File: config.mk
export PLATFORM = sky130hd
export DESIGN_NAME = hzd_fwd_unit
export DESIGN_NICKNAME = d
export VERILOG_FILES = /design/src/rtl/hzd_pkg.sv /design/src/rtl/hzd_dst_match.sv /design/src/rtl/hzd_ex_fwd.sv /design/src/rtl/hzd_br_fwd.sv /design/src/rtl/hzd_stall_ctl.sv /design/src/rtl/hzd_fwd_unit.sv
export SDC_FILE = /design/constraint.sdc
export NUM_CORES = 1
export LEC_CHECK = 0
export BUFFER_PORTS_ARGS = -buffer_cell sky130_fd_sc_hd__buf_2
export CAP_MARGIN = 20
export CORE_MARGIN = 2
export CORE_UTILIZATION = 37
export DETAILED_ROUTE_END_ITERATION = 16
export GPL_TIMING_DRIVEN = 0
export PLACE_DENSITY_LB_ADDON = 0.2
export SLEW_MARGIN = 20
export SYNTH_ARGS = -nofsm -noshare
export SYNTH_HDL_FRONTEND = slang
export SYNTH_SLANG_ARGS = --single-unit
export TNS_END_PERCENT = 50
File: constraint.sdc
create_clock -name vclk -period 1.4
set_clock_uncertainty 0.05 [all_clocks]
set_input_delay 0.07 -clock vclk [all_inputs]
set_output_delay 0.07 -clock vclk [all_outputs]
set_load 0.005 [all_outputs]
File: src/rtl/hzd_pkg.sv
package hzd_pkg;
   typedef enum logic [1:0] {
      FWD_RF  = 2'b00,
      FWD_WB  = 2'b01,
      FWD_MEM = 2'b10
   } ex_fwd_e;
endpackage

File: src/rtl/hzd_dst_match.sv
// One comparison: does a writing, nonzero destination feed this source?
module hzd_dst_match #(
   parameter int REG_AW = 5
) (
   input  logic [REG_AW-1:0] src,
   input  logic [REG_AW-1:0] dst,
   input  logic              wen,
   output logic              hit
);
   localparam logic [REG_AW-1:0] ZERO_REG = '0;
   always_comb begin
      hit = wen && (dst != ZERO_REG) && (dst == src);
   end
endmodule

File: src/rtl/hzd_ex_fwd.sv
// Execute-stage operand select: memory stage wins over write-back.
module hzd_ex_fwd #(
   parameter int REG_AW = 5
) (
   input  logic [REG_AW-1:0] src,
   input  logic [REG_AW-1:0] mem_dst,
   input  logic              mem_wen,
   input  logic [REG_AW-1:0] wb_dst,
   input  logic              wb_wen,
   output hzd_pkg::ex_fwd_e  sel
);
   logic mem_hit, wb_hit;

   hzd_dst_match #(.REG_AW(REG_AW)) u_mem (
      .src(src), .dst(mem_dst), .wen(mem_wen), .hit(mem_hit));
   hzd_dst_match #(.REG_AW(REG_AW)) u_wb (
      .src(src), .dst(wb_dst), .wen(wb_wen), .hit(wb_hit));

   always_comb begin
      if (mem_hit)     sel = hzd_pkg::FWD_MEM;
      else if (wb_hit) sel = hzd_pkg::FWD_WB;
      else             sel = hzd_pkg::FWD_RF;
   end
endmodule

File: src/rtl/hzd_br_fwd.sv
// Branch comparator select: only a finished ALU result in the memory stage.
module hzd_br_fwd #(
   parameter int REG_AW = 5
) (
   input  logic [REG_AW-1:0] src,
   input  logic [REG_AW-1:0] mem_dst,
   input  logic              mem_wen,
   input  logic              mem_load,
   output logic              sel
);
   logic alu_wen;
   assign alu_wen = mem_wen & ~mem_load;

   hzd_dst_match #(.REG_AW(REG_AW)) u_mem (
      .src(src), .dst(mem_dst), .wen(alu_wen), .hit(sel));
endmodule

File: src/rtl/hzd_stall_ctl.sv
// Stall decision for the decode instruction.
module hzd_stall_ctl #(
   parameter int REG_AW  = 5,
   parameter int NUM_SRC = 2
) (
   input  logic [NUM_SRC-1:0][REG_AW-1:0] id_src,
   input  logic                           id_branch,
   input  logic [REG_AW-1:0]              ex_dst,
   input  logic                           ex_wen,
   input  logic                           ex_load,
   input  logic [REG_AW-1:0]              mem_dst,
   input  logic                           mem_wen,
   input  logic                           mem_load,
   output logic                           stall
);
   logic [NUM_SRC-1:0] ex_hit, mem_hit;
   logic               mem_ld_wen;

   assign mem_ld_wen = mem_wen & mem_load;

   for (genvar s = 0; s < NUM_SRC; s++) begin : g_src
      hzd_dst_match #(.REG_AW(REG_AW)) u_ex (
         .src(id_src[s]), .dst(ex_dst), .wen(ex_wen), .hit(ex_hit[s]));
      hzd_dst_match #(.REG_AW(REG_AW)) u_mem (
         .src(id_src[s]), .dst(mem_dst), .wen(mem_ld_wen), .hit(mem_hit[s]));
   end

   logic load_use, br_on_ex, br_on_mem_load;
   always_comb begin
      load_use       = ex_load && (|ex_hit);
      br_on_ex       = id_branch && (|ex_hit);
      br_on_mem_load = id_branch && (|mem_hit);
      stall          = load_use || br_on_ex || br_on_mem_load;
   end
endmodule

File: src/rtl/hzd_fwd_unit.sv
module hzd_fwd_unit #(
   parameter int REG_AW = 5
) (
   input  logic [REG_AW-1:0] id_src_a,
   input  logic [REG_AW-1:0] id_src_b,
   input  logic              id_branch,
   input  logic              id_br_taken,
   input  logic [REG_AW-1:0] ex_src_a,
   input  logic [REG_AW-1:0] ex_src_b,
   input  logic [REG_AW-1:0] ex_dst,
   input  logic              ex_wen,
   input  logic              ex_load,
   input  logic [REG_AW-1:0] mem_dst,
   input  logic              mem_wen,
   input  logic              mem_load,
   input  logic [REG_AW-1:0] wb_dst,
   input  logic              wb_wen,
   output logic [1:0]        ex_fwd_a,
   output logic [1:0]        ex_fwd_b,
   output logic              br_fwd_a,
   output logic              br_fwd_b,
   output logic              stall,
   output logic              flush
);
   localparam int NUM_SRC = 2;

   if (REG_AW < 2 || REG_AW > 8) begin : g_bad_aw
      $error("hzd_fwd_unit: REG_AW must lie in 2..8");
   end

   logic [NUM_SRC-1:0][REG_AW-1:0] id_src, ex_src;
   hzd_pkg::ex_fwd_e [NUM_SRC-1:0] ex_sel;
   logic [NUM_SRC-1:0]             br_sel;

   assign id_src = {id_src_b, id_src_a};
   assign ex_src = {ex_src_b, ex_src_a};

   for (genvar s = 0; s < NUM_SRC; s++) begin : g_opnd
      hzd_ex_fwd #(.REG_AW(REG_AW)) u_exf (
         .src(ex_src[s]), .mem_dst(mem_dst), .mem_wen(mem_wen),
         .wb_dst(wb_dst), .wb_wen(wb_wen), .sel(ex_sel[s]));
      hzd_br_fwd #(.REG_AW(REG_AW)) u_brf (
         .src(id_src[s]), .mem_dst(mem_dst), .mem_wen(mem_wen),
         .mem_load(mem_load), .sel(br_sel[s]));
   end

   hzd_stall_ctl #(.REG_AW(REG_AW), .NUM_SRC(NUM_SRC)) u_stl (
      .id_src(id_src), .id_branch(id_branch),
      .ex_dst(ex_dst), .ex_wen(ex_wen), .ex_load(ex_load),
      .mem_dst(mem_dst), .mem_wen(mem_wen), .mem_load(mem_load),
      .stall(stall));

   assign ex_fwd_a = ex_sel[0];
   assign ex_fwd_b = ex_sel[1];
   assign br_fwd_a = br_sel[0];
   assign br_fwd_b = br_sel[1];
   assign flush    = id_branch & id_br_taken & ~stall;
endmodule

# Word-level counts from Yosys, hierarchy flattened
# Cells that the tools add are included.
totals:
  regBits: 0
  in_bits: 42
op_classes:
  mux: 4
  eq_ne: 8
  n_bitwise: 6
  n_reduce_logical: 25
op_table:
  columns: ["op", "n"]
  rows:
  - ["$eq A5 B5 Y1", 8]
  - ["$logic_and A1 B1 Y1", 18]
  - ["$reduce_bool A5 Y1", 3]
  - ["$and A1 B1 Y1", 4]
  - ["$mux W2", 2]
  - ["$reduce_or A2 Y1", 2]
  - ["$logic_or A1 B1 Y1", 2]
  - ["$mux W1", 2]
  - ["$not A1 Y1", 2]

# Depth between registers and ports, before layout
logic_depth:
  ltp_word: 9
  mapped_depth: 6
  ltp_nobuf: 5

# Modules after synthesis
# Synthesis repeated with hierarchy kept, for this count alone.
hier_totals:
  cells_unflattened: 111
  hier_area_um2: 873.3
by_module_without_submodules:
  columns: ["module", "area_each_um2", "instances", "cells_each"]
  rows:
  - ["hzd_dst_match", 76.3, 10, 10]
  - ["hzd_ex_fwd", 21.3, 2, 2]
  - ["hzd_stall_ctl", 31.3, 1, 4]
  - ["hzd_br_fwd", 13.8, 2, 1]
  - ["hzd_fwd_unit", 8.8, 1, 1]

# Worst setup path after synthesis
# No wires, ideal clock.
synth_timing:
  path_kind: "input to output"
  start: "input mem_dst[2]"
  end: "output ex_fwd_a[0]"
  arrival_ns: 1.285
  cell_stages: 5
  path_slack_ns: -0.005
  path_cell_list: "buf_2 > or4_4 > o21ai_4 > nor4_2 > nor4_2"
synth_via:
  elab_chain_len: 4
synth_rtl:
  columns: ["element", "line_no", "text"]
  rows:
  - ["start: declaration", "hzd_fwd_unit.sv:13", "input logic [REG_AW-1:0] mem_dst,"]
  - ["$reduce_bool A5 Y1", "hzd_dst_match.sv:12", "hit = wen && (dst != ZERO_REG) && (dst == src);"]
  - ["$logic_and A1 B1 Y1", "hzd_dst_match.sv:12", null]
  - ["$logic_and A1 B1 Y1 (*)", "hzd_dst_match.sv:12", null]
  - ["named net g_opnd[0].u_exf.mem_hit", "hzd_ex_fwd.sv:12", "logic mem_hit, wb_hit;"]
  - ["$mux W2 (*)", "hzd_ex_fwd.sv:20", "if (mem_hit) sel = hzd_pkg::FWD_MEM;"]
  - ["end: declaration", "hzd_fwd_unit.sv:18", "output logic [1:0] ex_fwd_a,"]
# The timed path passes the listed nets; every way through them passes the cells marked *.

# Worst setup path in the final report
# Ends and elaborated chain as after synthesis.

==> flow_metrics.tcl <==
set metrics [dict create \
    p_seq_share_pct 0 \
    cp-end-kind "output port" \
    multi_input_area_um2 597 \
    route.met3.wl_um 62 \
    layout.nets 171 \
    hold_viol 0 \
    synth_top_area_share_pct 36.1 \
    drv_cap 0 \
    synth_most_common_cell "xor2_1" \
    core_area_um2 1520 \
    cp.arrival_ps 1310 \
    required_ps 1280 \
    powerDensity_nw_per_um2 287 \
    met1Wirelength_um 731 \
    ant_nets 0 \
    finalCritPeriodShare_pct 102 \
    post-dp-hpwl_mm 1.44 \
    regArea_um2 0 \
    flops_and_latches 0 \
    n_fill_cell 147 \
    drc 0 \
    max_stage_delay_ps 530 \
    tightest_slew_ps 245 \
    crit_family "simple AND/OR/NAND/NOR gates" \
    ys_seq_area_share_pct 0 \
    die_w_um 44.5 \
    num_io_pins 50 \
    min_path_type "in2out" \
    grt_pass1_vias 658 \
    outcome "finished, violations left" \
    initial_utilization_pct 39.8 \
    p_leak_nw 0.452 \
    antenna_found_initial 0 \
    rsz0062_at_grt "true" \
    syn_to_final_growth_pct 63.9 \
    viasPerCell 4.85 \
    synth_area_um2 607 \
    setup_tns_ps -91.7 \
    dp_cells 136 \
    stdcell_count 143 \
    clkPwrFrac_pct 0 \
    synth_top_cell_by_area "xor2_1" \
    ys_types 19 \
    drtPass1Iterations 3 \
    top_layer_used "met3" \
    port_buffers 45 \
    critical_path_class "in2out" \
    drt-initial-drc-count 3 \
    grt_pass1_wl_mm 2.65 \
    slew_viol_final 0 \
    ir_worst_vdd_v 0.000150 \
    setup_ws_ps -34.4 \
    grt_max_degree 6 \
    ys_top_cells_by_count "xor2_1 (25), xnor2_1 (15), nor3_1 (6)" \
    whs_ps 357 \
    maxSlewHeadroom_pct 83.5 \
    internal_power_mw 0.153 \
    power_mw 0.285 \
    grtUsageTotal_pct 16.8 \
    syn_nets 117 \
    die_area_um2 1980 \
    antennaDiodeCount 0 \
    drt-wirelength-per-cell_um 12.0 \
    period_needed_ps 1430 \
    synth_area_leaders "xor2_1 (36%), xnor2_1 (22%), nor4_2 (8.2%), nor3_1 (4.9%), or4_1 (4.9%)" \
    switching_share_pct 46.5 \
    worstHoldEndpoint "br_fwd_a" \
    nClkBuffers 0 \
    grt-ovfl-total 0 \
    failed_checks "setup timing" \
    setup_viol 5 \
    cp_cell_sequence "buf_8 > or4_4 > o21ai_4 > buf_6 > nor4_4 > nor4_2 > buf_2" \
    fp-row-count 14 \
    cpMaxStageDelayCell "or4_4" \
    pwr-share-comb_pct 100.0 \
    yosys_warnings 0 \
    routabilityCongestion 0.803 \
    die_h_um 44.5 \
    drive_above_1_share_pct 53.5 \
    hold_start "mem_load" \
    drt-total-wl_mm 1.71 \
    clock.fmax_mhz 697 \
    worstHoldPathCells 3 \
    syn_inst 75 \
    met2WireLength_um 919 \
    p_sw_mw 0.132 \
    startpoint_type "primary input" \
    path_buf_inv 3 \
    worst-path-max-fanout 3 \
    via_count 693 \
    avgSynthCellArea_um2 8.09 \
]
==> repair_timing <==
action,4_1_cts,5_1_grt
hold buffers,0,0
hold endpoints to repair,0,0
gates resized for setup,10,18
pin swaps,6,10
setup buffers,4,3
setup endpoints to repair,6,8
==> power groups by stage <==
stage	Combinational, mW	Clock, mW	Sequential (mW)
finish	0.285	0	0
global route	0.310	0	0
CTS	0.265	0	0
detailed placement	0.238	0	0
global placement	0.232	0	0
floorplan	0.134	0	0
==> per-stage QoR <==
stage               setup slack, ps  instance area (um2)  utilization (%)
floorplan                     -5.03                  607                -
finish                        -34.4                  995             65.3
global placement               -178                  852             55.9
global route                   -114                  995             65.3
CTS                           -68.5                  927             60.8
detailed placement             -180                  852             55.9
==> placed cells by master, fill, tap and decap left out <==
| cell type | synthesis | layout |
|---|---|---|
| buf_8 | 0 | 3 |
| nand2_1 | 1 | 1 |
| xnor2_2 | 0 | 1 |
| nor3_1 | 6 | 4 |
| or4_4 | 1 | 1 |
| xor2_1 | 25 | 25 |
| nor4_2 | 4 | 2 |
| o21ai_0 | 2 | 1 |
| xnor2_1 | 15 | 14 |
| nand3_1 | 5 | 5 |
| a31oi_1 | 1 | 1 |
| nor4_4 | 0 | 2 |
| buf_2 | 2 | 44 |
| o221ai_1 | 1 | 1 |
| buf_4 | 2 | 6 |
| nor3_2 | 0 | 2 |
| o21ai_4 | 1 | 1 |
| o21ai_1 | 0 | 1 |
| or4_1 | 4 | 4 |
| o2111a_1 | 1 | 1 |
| a211o_1 | 1 | 1 |
| buf_6 | 1 | 6 |
==> how the worst max path moves through the flow <==
| stage | startpoint | cells after the start | to |
|---|---|---|---|
| after floorplan | mem_dst[2] | 5 | ex_fwd_a[0] |
| after global placement | mem_dst[2] | 6 | ex_fwd_a[0] |
| after detailed placement | mem_dst[2] | 6 | ex_fwd_a[0] |
| after CTS | mem_dst[2] | 7 | ex_fwd_a[0] |
| after global routing | mem_dst[2] | 7 | ex_fwd_b[0] |
| final | mem_dst[2] | 7 | ex_fwd_a[0] |
==> logic make-up after synthesis <==
| logic type | Yosys count | share of synthesized area [%] |
|---|---|---|
| AO/OA/AOI/OAI | 7 | 10.1 |
| XOR/XNOR | 40 | 57.7 |
| buffers and inverters | 7 | 7.42 |
| AND/OR/NAND/NOR | 21 | 24.7 |
==> final cells by class <==
type                       count  area share (%)
tap                           16            2.01
buffer                         7            8.30
timing repair buffer          52            29.7
multi-input combinational     68            60.0
==> metal layers <==
layer,vias to the layer above,GRT usage [%]
li1,365,-
met1,311,22.2
met2,17,31.6
met3,0,0.408
met4,0,0
met5,-,0
(Power assumes the default switching activity.)
